===== src/rtl/rdp_pkg.sv =====
`timescale 1ns/1ps
package rdp_pkg;
  typedef enum logic [1:0] {
    LVL_OPEN  = 2'd0,
    LVL_GUARD = 2'd1,
    LVL_LOCK  = 2'd2
  } lvl_e;

  typedef enum logic [1:0] {
    ST_IDLE,
    ST_ERASE,
    ST_COMMIT,
    ST_SETTLE
  } opt_st_e;

  localparam logic [1:0] BOOT_FLASH = 2'd0;

  // strobes from the option-write control to the datapath
  typedef struct packed {
    logic commit;
    logic eraseHold;
    logic wrReject;
  } strobe_t;
endpackage


===== src/rtl/rdp_opt_ctrl.sv =====
`timescale 1ns/1ps
module rdp_opt_ctrl
  import rdp_pkg::*;
#(
  parameter int BYTE_W = 8,
  parameter logic [BYTE_W-1:0] OPEN_CODE = 8'hAA
) (
  input  logic              clk,
  input  logic              rstN,
  input  logic              optWrReq,
  input  logic [BYTE_W-1:0] optWrByte,
  input  logic              eraseDone,
  input  lvl_e              level,
  output strobe_t           stb,
  output logic [BYTE_W-1:0] pendByte
);
  opt_st_e state, nextState;
  logic    rejectNow, acceptNow, wrErrQ;

  always_comb begin
    nextState = state;
    rejectNow = 1'b0;
    acceptNow = 1'b0;
    unique case (state)
      ST_IDLE: begin
        if (optWrReq) begin
          if (level == LVL_LOCK) begin
            rejectNow = 1'b1;
          end else begin
            acceptNow = 1'b1;
            // leaving the guarded level for the open one needs a wipe first
            if (level == LVL_GUARD && optWrByte == OPEN_CODE)
              nextState = ST_ERASE;
            else
              nextState = ST_COMMIT;
          end
        end
      end
      ST_ERASE: begin
        rejectNow = optWrReq;
        if (eraseDone) nextState = ST_COMMIT;
      end
      ST_COMMIT: begin
        rejectNow = optWrReq;
        nextState = ST_SETTLE;
      end
      default: begin
        // level register catches up with the new byte here
        rejectNow = optWrReq;
        nextState = ST_IDLE;
      end
    endcase
  end

  always_ff @(posedge clk) begin
    if (!rstN) begin
      state    <= ST_IDLE;
      pendByte <= '0;
      wrErrQ   <= 1'b0;
    end else begin
      state  <= nextState;
      wrErrQ <= rejectNow;
      if (acceptNow) pendByte <= optWrByte;
    end
  end

  assign stb.commit    = (state == ST_COMMIT);
  assign stb.eraseHold = (state == ST_ERASE);
  assign stb.wrReject  = wrErrQ;
endmodule


===== src/rtl/rdp_datapath.sv =====
`timescale 1ns/1ps
module rdp_datapath
  import rdp_pkg::*;
#(
  parameter int BYTE_W = 8,
  parameter logic [BYTE_W-1:0] OPEN_CODE  = 8'hAA,
  parameter logic [BYTE_W-1:0] LOCK_CODE  = 8'hCC,
  parameter logic [BYTE_W-1:0] BLANK_CODE = 8'hFF
) (
  input  logic              clk,
  input  logic              rstN,
  input  strobe_t           stb,
  input  logic [BYTE_W-1:0] pendByte,
  input  logic              accReq,
  input  logic              accWrite,
  input  logic              wrLock,
  input  logic [1:0]        bootSel,
  input  logic              dbgConnected,
  output lvl_e              level,
  output logic              accGrant,
  output logic              accBusErr
);
  function automatic lvl_e decodeLevel(input logic [BYTE_W-1:0] b);
    if (b == OPEN_CODE)      return LVL_OPEN;
    else if (b == LOCK_CODE) return LVL_LOCK;
    else                     return LVL_GUARD;
  endfunction

  localparam lvl_e RESET_LVL = decodeLevel(BLANK_CODE);

  logic [BYTE_W-1:0] optByteQ;
  logic              untrusted, blocked;

  always_ff @(posedge clk) begin
    if (!rstN) begin
      optByteQ <= BLANK_CODE;
      level    <= RESET_LVL;
    end else begin
      if (stb.commit) optByteQ <= pendByte;
      level <= decodeLevel(optByteQ);
    end
  end

  assign untrusted = dbgConnected || (bootSel != BOOT_FLASH);
  assign blocked   = stb.eraseHold
                   || ((level != LVL_OPEN) && untrusted)
                   || (accWrite && wrLock);

  always_ff @(posedge clk) begin
    if (!rstN) begin
      accGrant  <= 1'b0;
      accBusErr <= 1'b0;
    end else begin
      accGrant  <= accReq && !blocked;
      accBusErr <= accReq && !accWrite && blocked;
    end
  end
endmodule


===== src/rtl/rdprot_ctrl.sv =====
`timescale 1ns/1ps
module rdprot_ctrl
  import rdp_pkg::*;
#(
  parameter int BYTE_W = 8,
  parameter logic [BYTE_W-1:0] OPEN_CODE  = 8'hAA,
  parameter logic [BYTE_W-1:0] LOCK_CODE  = 8'hCC,
  parameter logic [BYTE_W-1:0] BLANK_CODE = 8'hFF
) (
  input  logic              clk,
  input  logic              rstN,
  input  logic [1:0]        bootSel,
  input  logic              dbgConnected,
  input  logic              accReq,
  input  logic              accWrite,
  input  logic              wrLock,
  input  logic              optWrReq,
  input  logic [BYTE_W-1:0] optWrByte,
  input  logic              eraseDone,
  output logic              accGrant,
  output logic              accBusErr,
  output logic              optWrErr,
  output logic              eraseReq,
  output logic [1:0]        protLevel,
  output logic              dbgPortEn,
  output logic              bootRamAllowed,
  output logic              bootLoaderAllowed
);
  strobe_t           stb;
  logic [BYTE_W-1:0] pendByte;
  lvl_e              level;

  rdp_opt_ctrl #(.BYTE_W(BYTE_W), .OPEN_CODE(OPEN_CODE)) u_ctrl (
    .clk(clk), .rstN(rstN), .optWrReq(optWrReq), .optWrByte(optWrByte),
    .eraseDone(eraseDone), .level(level), .stb(stb), .pendByte(pendByte)
  );

  rdp_datapath #(
    .BYTE_W(BYTE_W), .OPEN_CODE(OPEN_CODE),
    .LOCK_CODE(LOCK_CODE), .BLANK_CODE(BLANK_CODE)
  ) u_dp (
    .clk(clk), .rstN(rstN), .stb(stb), .pendByte(pendByte),
    .accReq(accReq), .accWrite(accWrite), .wrLock(wrLock),
    .bootSel(bootSel), .dbgConnected(dbgConnected),
    .level(level), .accGrant(accGrant), .accBusErr(accBusErr)
  );

  assign protLevel         = level;
  assign optWrErr          = stb.wrReject;
  assign eraseReq          = stb.eraseHold;
  assign dbgPortEn         = (level != LVL_LOCK);
  assign bootRamAllowed    = (level != LVL_LOCK);
  assign bootLoaderAllowed = (level != LVL_LOCK);
endmodule


===== config.mk =====
export PLATFORM = sky130hd
export DESIGN_NAME = rdprot_ctrl
export DESIGN_NICKNAME = d
export VERILOG_FILES = /design/src/rtl/rdp_pkg.sv /design/src/rtl/rdp_opt_ctrl.sv /design/src/rtl/rdp_datapath.sv /design/src/rtl/rdprot_ctrl.sv
export SDC_FILE = /design/constraint.sdc
export NUM_CORES = 1
export LEC_CHECK = 0
export BUFFER_PORTS_ARGS = -buffer_cell sky130_fd_sc_hd__buf_2
export CELL_PAD_IN_SITES_DETAIL_PLACEMENT = 0
export CELL_PAD_IN_SITES_GLOBAL_PLACEMENT = 1
export CORE_MARGIN = 2
export CORE_UTILIZATION = 30
export CTS_BUF_LIST = sky130_fd_sc_hd__clkbuf_4 sky130_fd_sc_hd__clkbuf_8 sky130_fd_sc_hd__clkbuf_16
export CTS_CLUSTER_SIZE = 8
export DETAILED_ROUTE_END_ITERATION = 7
export GPL_TIMING_DRIVEN = 0
export PLACE_DENSITY = 0.73
export SYNTH_ARGS = -nofsm -noshare
export SYNTH_HDL_FRONTEND = slang
export SYNTH_HIERARCHICAL = 1
export SYNTH_SLANG_ARGS = --single-unit
export TNS_END_PERCENT = 1

===== constraint.sdc =====
create_clock -name clk -period 1.9 [get_ports clk]
set_clock_uncertainty 0.05 [all_clocks]
set_input_delay 0.475 -clock clk [delete_from_list [all_inputs] [get_ports clk]]
set_output_delay 0.475 -clock clk [all_outputs]
set_load 0.005 [all_outputs]

# ---- Word level (Yosys, flattened, before mapping)
# Index checks and enable logic that the tools add are counted.
# W data, S select, Z words.
dict set report classes {
  reduce_logical 16
  n_eq_ne 11
  n_bitwise 1
  n_mux 13
}
# cell count
set ops {}
lappend ops {{$eq A8 B8 Y1 const B} 3}
lappend ops {{$mux W2} 5}
lappend ops {{$ne A2 B2 Y1 const B} 4}
lappend ops {{$mux W1} 7}
lappend ops {{$logic_and A1 B1 Y1} 6}
lappend ops {{$pmux W2 S3} 1}
lappend ops {{$eq A2 B1 Y1 const B} 2}
lappend ops {{$eq A2 B2 Y1 const B} 2}
lappend ops {{$reduce_bool A2 Y1} 2}
lappend ops {{$logic_or A1 B1 Y1} 3}
lappend ops {{$reduce_and A3 Y1} 1}
lappend ops {{$logic_not A1 Y1} 2}
lappend ops {{$logic_not A2 Y1} 1}
lappend ops {{$reduce_or A2 Y1} 1}
lappend ops {{$not A1 Y1} 1}
dict set report word_totals {
  out_inout_bits 9
  regBits 23
  word_cells 49
}

# ---- Longest topological paths before layout
dict set report depth {
  word_depth 7
  ltp_mapped 6
  ltp_nobuf 6
}

# ---- Cells and area by module
# Netlist, hierarchy kept.
# mod n_inst area_per_inst_um2 cells_each seq_area_each_um2
set by_module_without_submodules {}
lappend by_module_without_submodules {rdp_opt_ctrl 1 575.6 56 220.2}
lappend by_module_without_submodules {rdp_datapath 1 446.7 40 240.2}
lappend by_module_without_submodules {rdprot_ctrl 1 21.3 3 0.0}

# ---- Worst setup path before layout
# No wires, ideal clock.
dict set report synth_path {
  kind {reg-to-reg}
  from {reg u_ctrl.state[1]}
  to {reg u_ctrl.state[0]}
  path_stages_with_launch 7
  setup_time_ps 70
  path_buffers 0
  slack_ps 360
  arrival_time_ps 1420
  required_time_ps 1780
  cell_sequence {dfxtp_1 -> inv_1 -> ha_1 -> inv_1 -> o221ai_4 -> mux2_2 -> a21oi_2}
}
dict set report synth_via {
  elab_chain_len 3
  word_cells_on_any_way 8
  cone_classes {5 x eq/ne; 1 x mux; 2 x reduce/logical}
}
# element line_no
set synth_rtl {}
lappend synth_rtl {{start: declaration} rdp_opt_ctrl.sv:17} ;# opt_st_e state, nextState;
lappend synth_rtl {{start signal: assignment} rdp_opt_ctrl.sv:61} ;# state <= nextState;
lappend synth_rtl {{$eq A2 B1 Y1 (*)} --}
lappend synth_rtl {{via eraseReq} rdprot_ctrl.sv:23} ;# output logic eraseReq,
lappend synth_rtl {{$ne A2 B2 Y1 (no line)} --}
lappend synth_rtl {{$reduce_and A3 Y1 (no line)} --}
# Mark *: on every way through the listed nets, which the timed path passes. The rest lies on a longest branch.
# A chain may end at the register's enable or synchronous reset.

# ---- Worst setup path in the final report
dict set report layout_path {
  from {reg u_ctrl.state[1]}
  to {out eraseReq}
}
dict set report layout_via {
  elab_chain_len 1
}
# element line_no
set layout_rtl {}
lappend layout_rtl {{$eq A2 B1 Y1} rdp_opt_ctrl.sv:68} ;# assign stb.eraseHold = (state == ST_ERASE);
lappend layout_rtl {{end: declaration} rdprot_ctrl.sv:23}
# No other way between the ends.

==> impl_metrics.py <==
metrics = {
    "outcome": {
        "status": "complete, no violations",
    },
    "clock_tree": {
        "cts-hold-fix-buffers": 0,
        "postCtsSetupRepairBufs": 0,
        "cts-root-buf": "clkbuf_4",
        "cts_buffers": 3,
        "clock_sinks": 23,
        "h-tree-depth": 1,
        "cts_resized": 0,
        "cts_buffer_depth": 2,
        "cts_tree": "yes",
        "clkTransAtPathRegs_ps": 120,
        "clk_latency_ps": 300,
    },
    "finish": {
        "final_nets": 152,
        "design_area_um2": 1260,
        "final_common_cell": "buf_2",
        "layout_common_cells": "buf_2, dfxtp_1, mux2i_1",
        "drive_above_1_share_pct": 34.9,
        "fin_util_pct": 37.7,
        "insertedDiodeCount": 0,
        "synthToLayoutAreaGrowth_pct": 20.6,
        "final_cells": 175,
    },
    "worst_setup_path": {
        "crit_path_max_fanout": 5,
        "path_class": "reg -> out",
        "critPathSlowestCell": "dfxtp_1",
        "cp-start-kind": "register",
        "reg2reg_from": "u_ctrl/state[1]$_SDFFE_PN0P_",
        "path_cells": "inv_1 -> ha_1 -> buf_2",
        "crit_family": "flip-flops",
        "reg2regPathDepth": 6,
        "critPathBufInv": 2,
        "critical-path-max-stage-delay_ps": 410,
        "r2r_slack_ps": 230,
        "cp-end-kind": "output pin",
        "arrival_ps": 1210,
        "cp.required_ps": 1370,
        "r2r_end": "u_ctrl/state[0]$_SDFFE_PN0P_",
    },
    "floorplan": {
        "die-area_um2": 3970,
        "core-area_um2": 3340,
        "initial_core_util_pct": 31.3,
        "rows": 21,
        "die_w_um": 63.0,
        "die_h_um": 63.0,
        "pin_count": 27,
    },
    "route": {
        "initialDrtViolationCount": 25,
        "drt-wirelength-per-cell_um": 11.7,
        "routed_wl_um": 2050,
        "postRouteAntennaNets": 0,
        "vias": 798,
        "drc": 0,
        "viasPerCell": 4.56,
        "drt_first_pass_iters": 4,
    },
    "logic_synthesis": {
        "synth.mux.area_fraction_pct": 16.4,
        "synth_simple_gate_area_share_pct": 19.2,
        "yosysSeqAreaShare_pct": 44.1,
        "synth_fp_nets": 121,
        "synth_fa_ha_area_share_pct": 4.80,
        "synthCells": 99,
        "synth_compound_area_share_pct": 9.95,
        "synth_xor_area_share_pct": 0,
        "yosysUniqueCellTypes": 30,
        "synth_top_family_by_area": "simple AND/OR/NAND/NOR gates",
        "syn_avg_cell_area_um2": 10.5,
        "ys_ff_latch": 23,
        "yosysWarnings": 6,
        "syn-cell-area_um2": 1040,
    },
    "timing": {
        "whs_ps": 289,
        "tns_ps": 0,
        "final.min_clock_period_ps": 1740,
        "finalSetupViolCount": 0,
        "max_freq_mhz": 575,
        "hold_viol_final": 0,
        "relSlewSlack_pct": 71.6,
        "post-route-period-util_pct": 91.5,
        "setup_slack_ps": 161,
        "drv_slew": 0,
        "rsz0062_at_grt": "no",
        "tightest_slew_ps": 426,
    },
    "placed_design": {
        "portBuffers": 26,
        "dp_cells": 171,
        "placed_cell_area_um2": 1230,
        "dp_slack_ps": 227,
        "dp_hpwl_um": 1610,
        "gp_congestion": 0.725,
    },
    "global_route": {
        "antenna_found_initial": 0,
        "grt_max_degree": 14,
        "grt_pass1_vias": 792,
        "track_usage_pct": 11.5,
        "overflow": 0,
        "grt_pass1_wl_um": 3590,
    },
    "worst_hold_path": {
        "holdCritPathClass": "in -> reg",
        "min_to": "u_dp/accGrant$_SDFF_PN0_",
        "min_from": "wrLock",
        "hold_depth": 2,
    },
    "pwr": {
        "powerDensity_nw_per_um2": 1050,
        "irDropWorstVdd_uv": 367,
        "finalPower_mw": 1.32,
        "p_leak_nw": 0.575,
    },
    "run": {
        "maxCapViolations": 0,
    },
}
==> worst reg2reg max path: cells and delay by family (launching register included) <==
family,cells,cell delay (ps)
AO/OA/AOI/OAI,2,360
multiplexers,1,370
buffers and inverters,2,220
adder cells (fa/ha/maj),1,250
flip-flops,1,370
==> flip-flops by register name, indices dropped and copies added, names as in the netlist <==
register,flops
u_ctrl/pendByte,8
u_dp/accBusErr,1
u_ctrl/state,2
u_dp/level,2
u_dp/optByteQ,8
u_dp/accGrant,1
u_ctrl/wrErrQ,1
==> where the power goes <==
| group | switching (mW) | total, mW | internal (mW) |
|---|---|---|---|
| clock | 0.144 | 0.223 | 0.0785 |
| combinational | 0.233 | 0.452 | 0.219 |
| sequential | 0.0637 | 0.642 | 0.578 |
==> worst max-delay path by stage <==
stage                                 start  slack [ps]                      endpoint  depth (start not counted)
2_1_floorplan  u_ctrl/state[1]$_SDFFE_PN0P_         360  u_ctrl/state[0]$_SDFFE_PN0P_                          6
3_3_place_gp   u_ctrl/state[1]$_SDFFE_PN0P_         290  u_ctrl/state[0]$_SDFFE_PN0P_                          6
3_5_place_dp   u_ctrl/state[1]$_SDFFE_PN0P_         230  u_ctrl/state[0]$_SDFFE_PN0P_                          6
4_1_cts        u_ctrl/state[1]$_SDFFE_PN0P_         140                      eraseReq                          3
5_1_grt        u_ctrl/state[1]$_SDFFE_PN0P_          60                      eraseReq                          3
6_report       u_ctrl/state[1]$_SDFFE_PN0P_         160                      eraseReq                          3
==> Yosys cell counts <==
library cell / instances / area, um2
or2b_4: 1 / 11.3
or3_1: 1 / 6.26
ha_1: 4 / 50.1
a221oi_2: 1 / 15.0
o32a_1: 1 / 10.0
a21oi_1: 2 / 10.0
a2111oi_2: 1 / 15.0
inv_1: 6 / 22.5
mux2i_1: 16 / 160
nand3_2: 1 / 10.0
o2111a_1: 1 / 11.3
mux2_2: 1 / 11.3
clkbuf_1: 1 / 3.75
and4bb_2: 2 / 25.0
nand3_1: 2 / 10.0
and2b_2: 1 / 8.76
o211ai_1: 1 / 7.51
nand2b_2: 1 / 8.76
buf_4: 3 / 22.5
nor4bb_1: 3 / 30.0
nand4_1: 1 / 6.26
nand2_1: 11 / 41.3
and3_1: 1 / 6.26
nand2b_1: 1 / 6.26
buf_2: 1 / 5.00
dfxtp_1: 23 / 460
o221ai_4: 1 / 26.3
nor2_1: 8 / 30.0
a21oi_2: 1 / 8.76
clkinv_1: 1 / 3.75
==> layout make-up <==
class | count | area [um2]
repair buffers | 26 | 130
multi-input cells | 64 | 526
fillers | 359 | 2080
inverters | 7 | 26.3
flip-flops and latches | 23 | 460
clock buffers | 3 | 22.5
plain buffers | 5 | 31.3
well taps | 46 | 57.6
clock inverters | 1 | 5.00
==> routing by layer <==
layer | wire (um) | global-route usage, % | vias up
met5 | 0 | 0 | -
met4 | 21 | 5.00 | 0
met3 | 120 | 2.70 | 2
met2 | 927 | 17.6 | 26
met1 | 981 | 15.3 | 366
li1 | - | - | 404
==> logic make-up after synthesis <==
kind of cell	Yosys count
and+or+nand+nor	34
DFF	23
muxes	17
buffers and inverters	12
AOI/OAI and AO/OA	9
adders and majority gates	4
(Power assumes the default switching activity.)
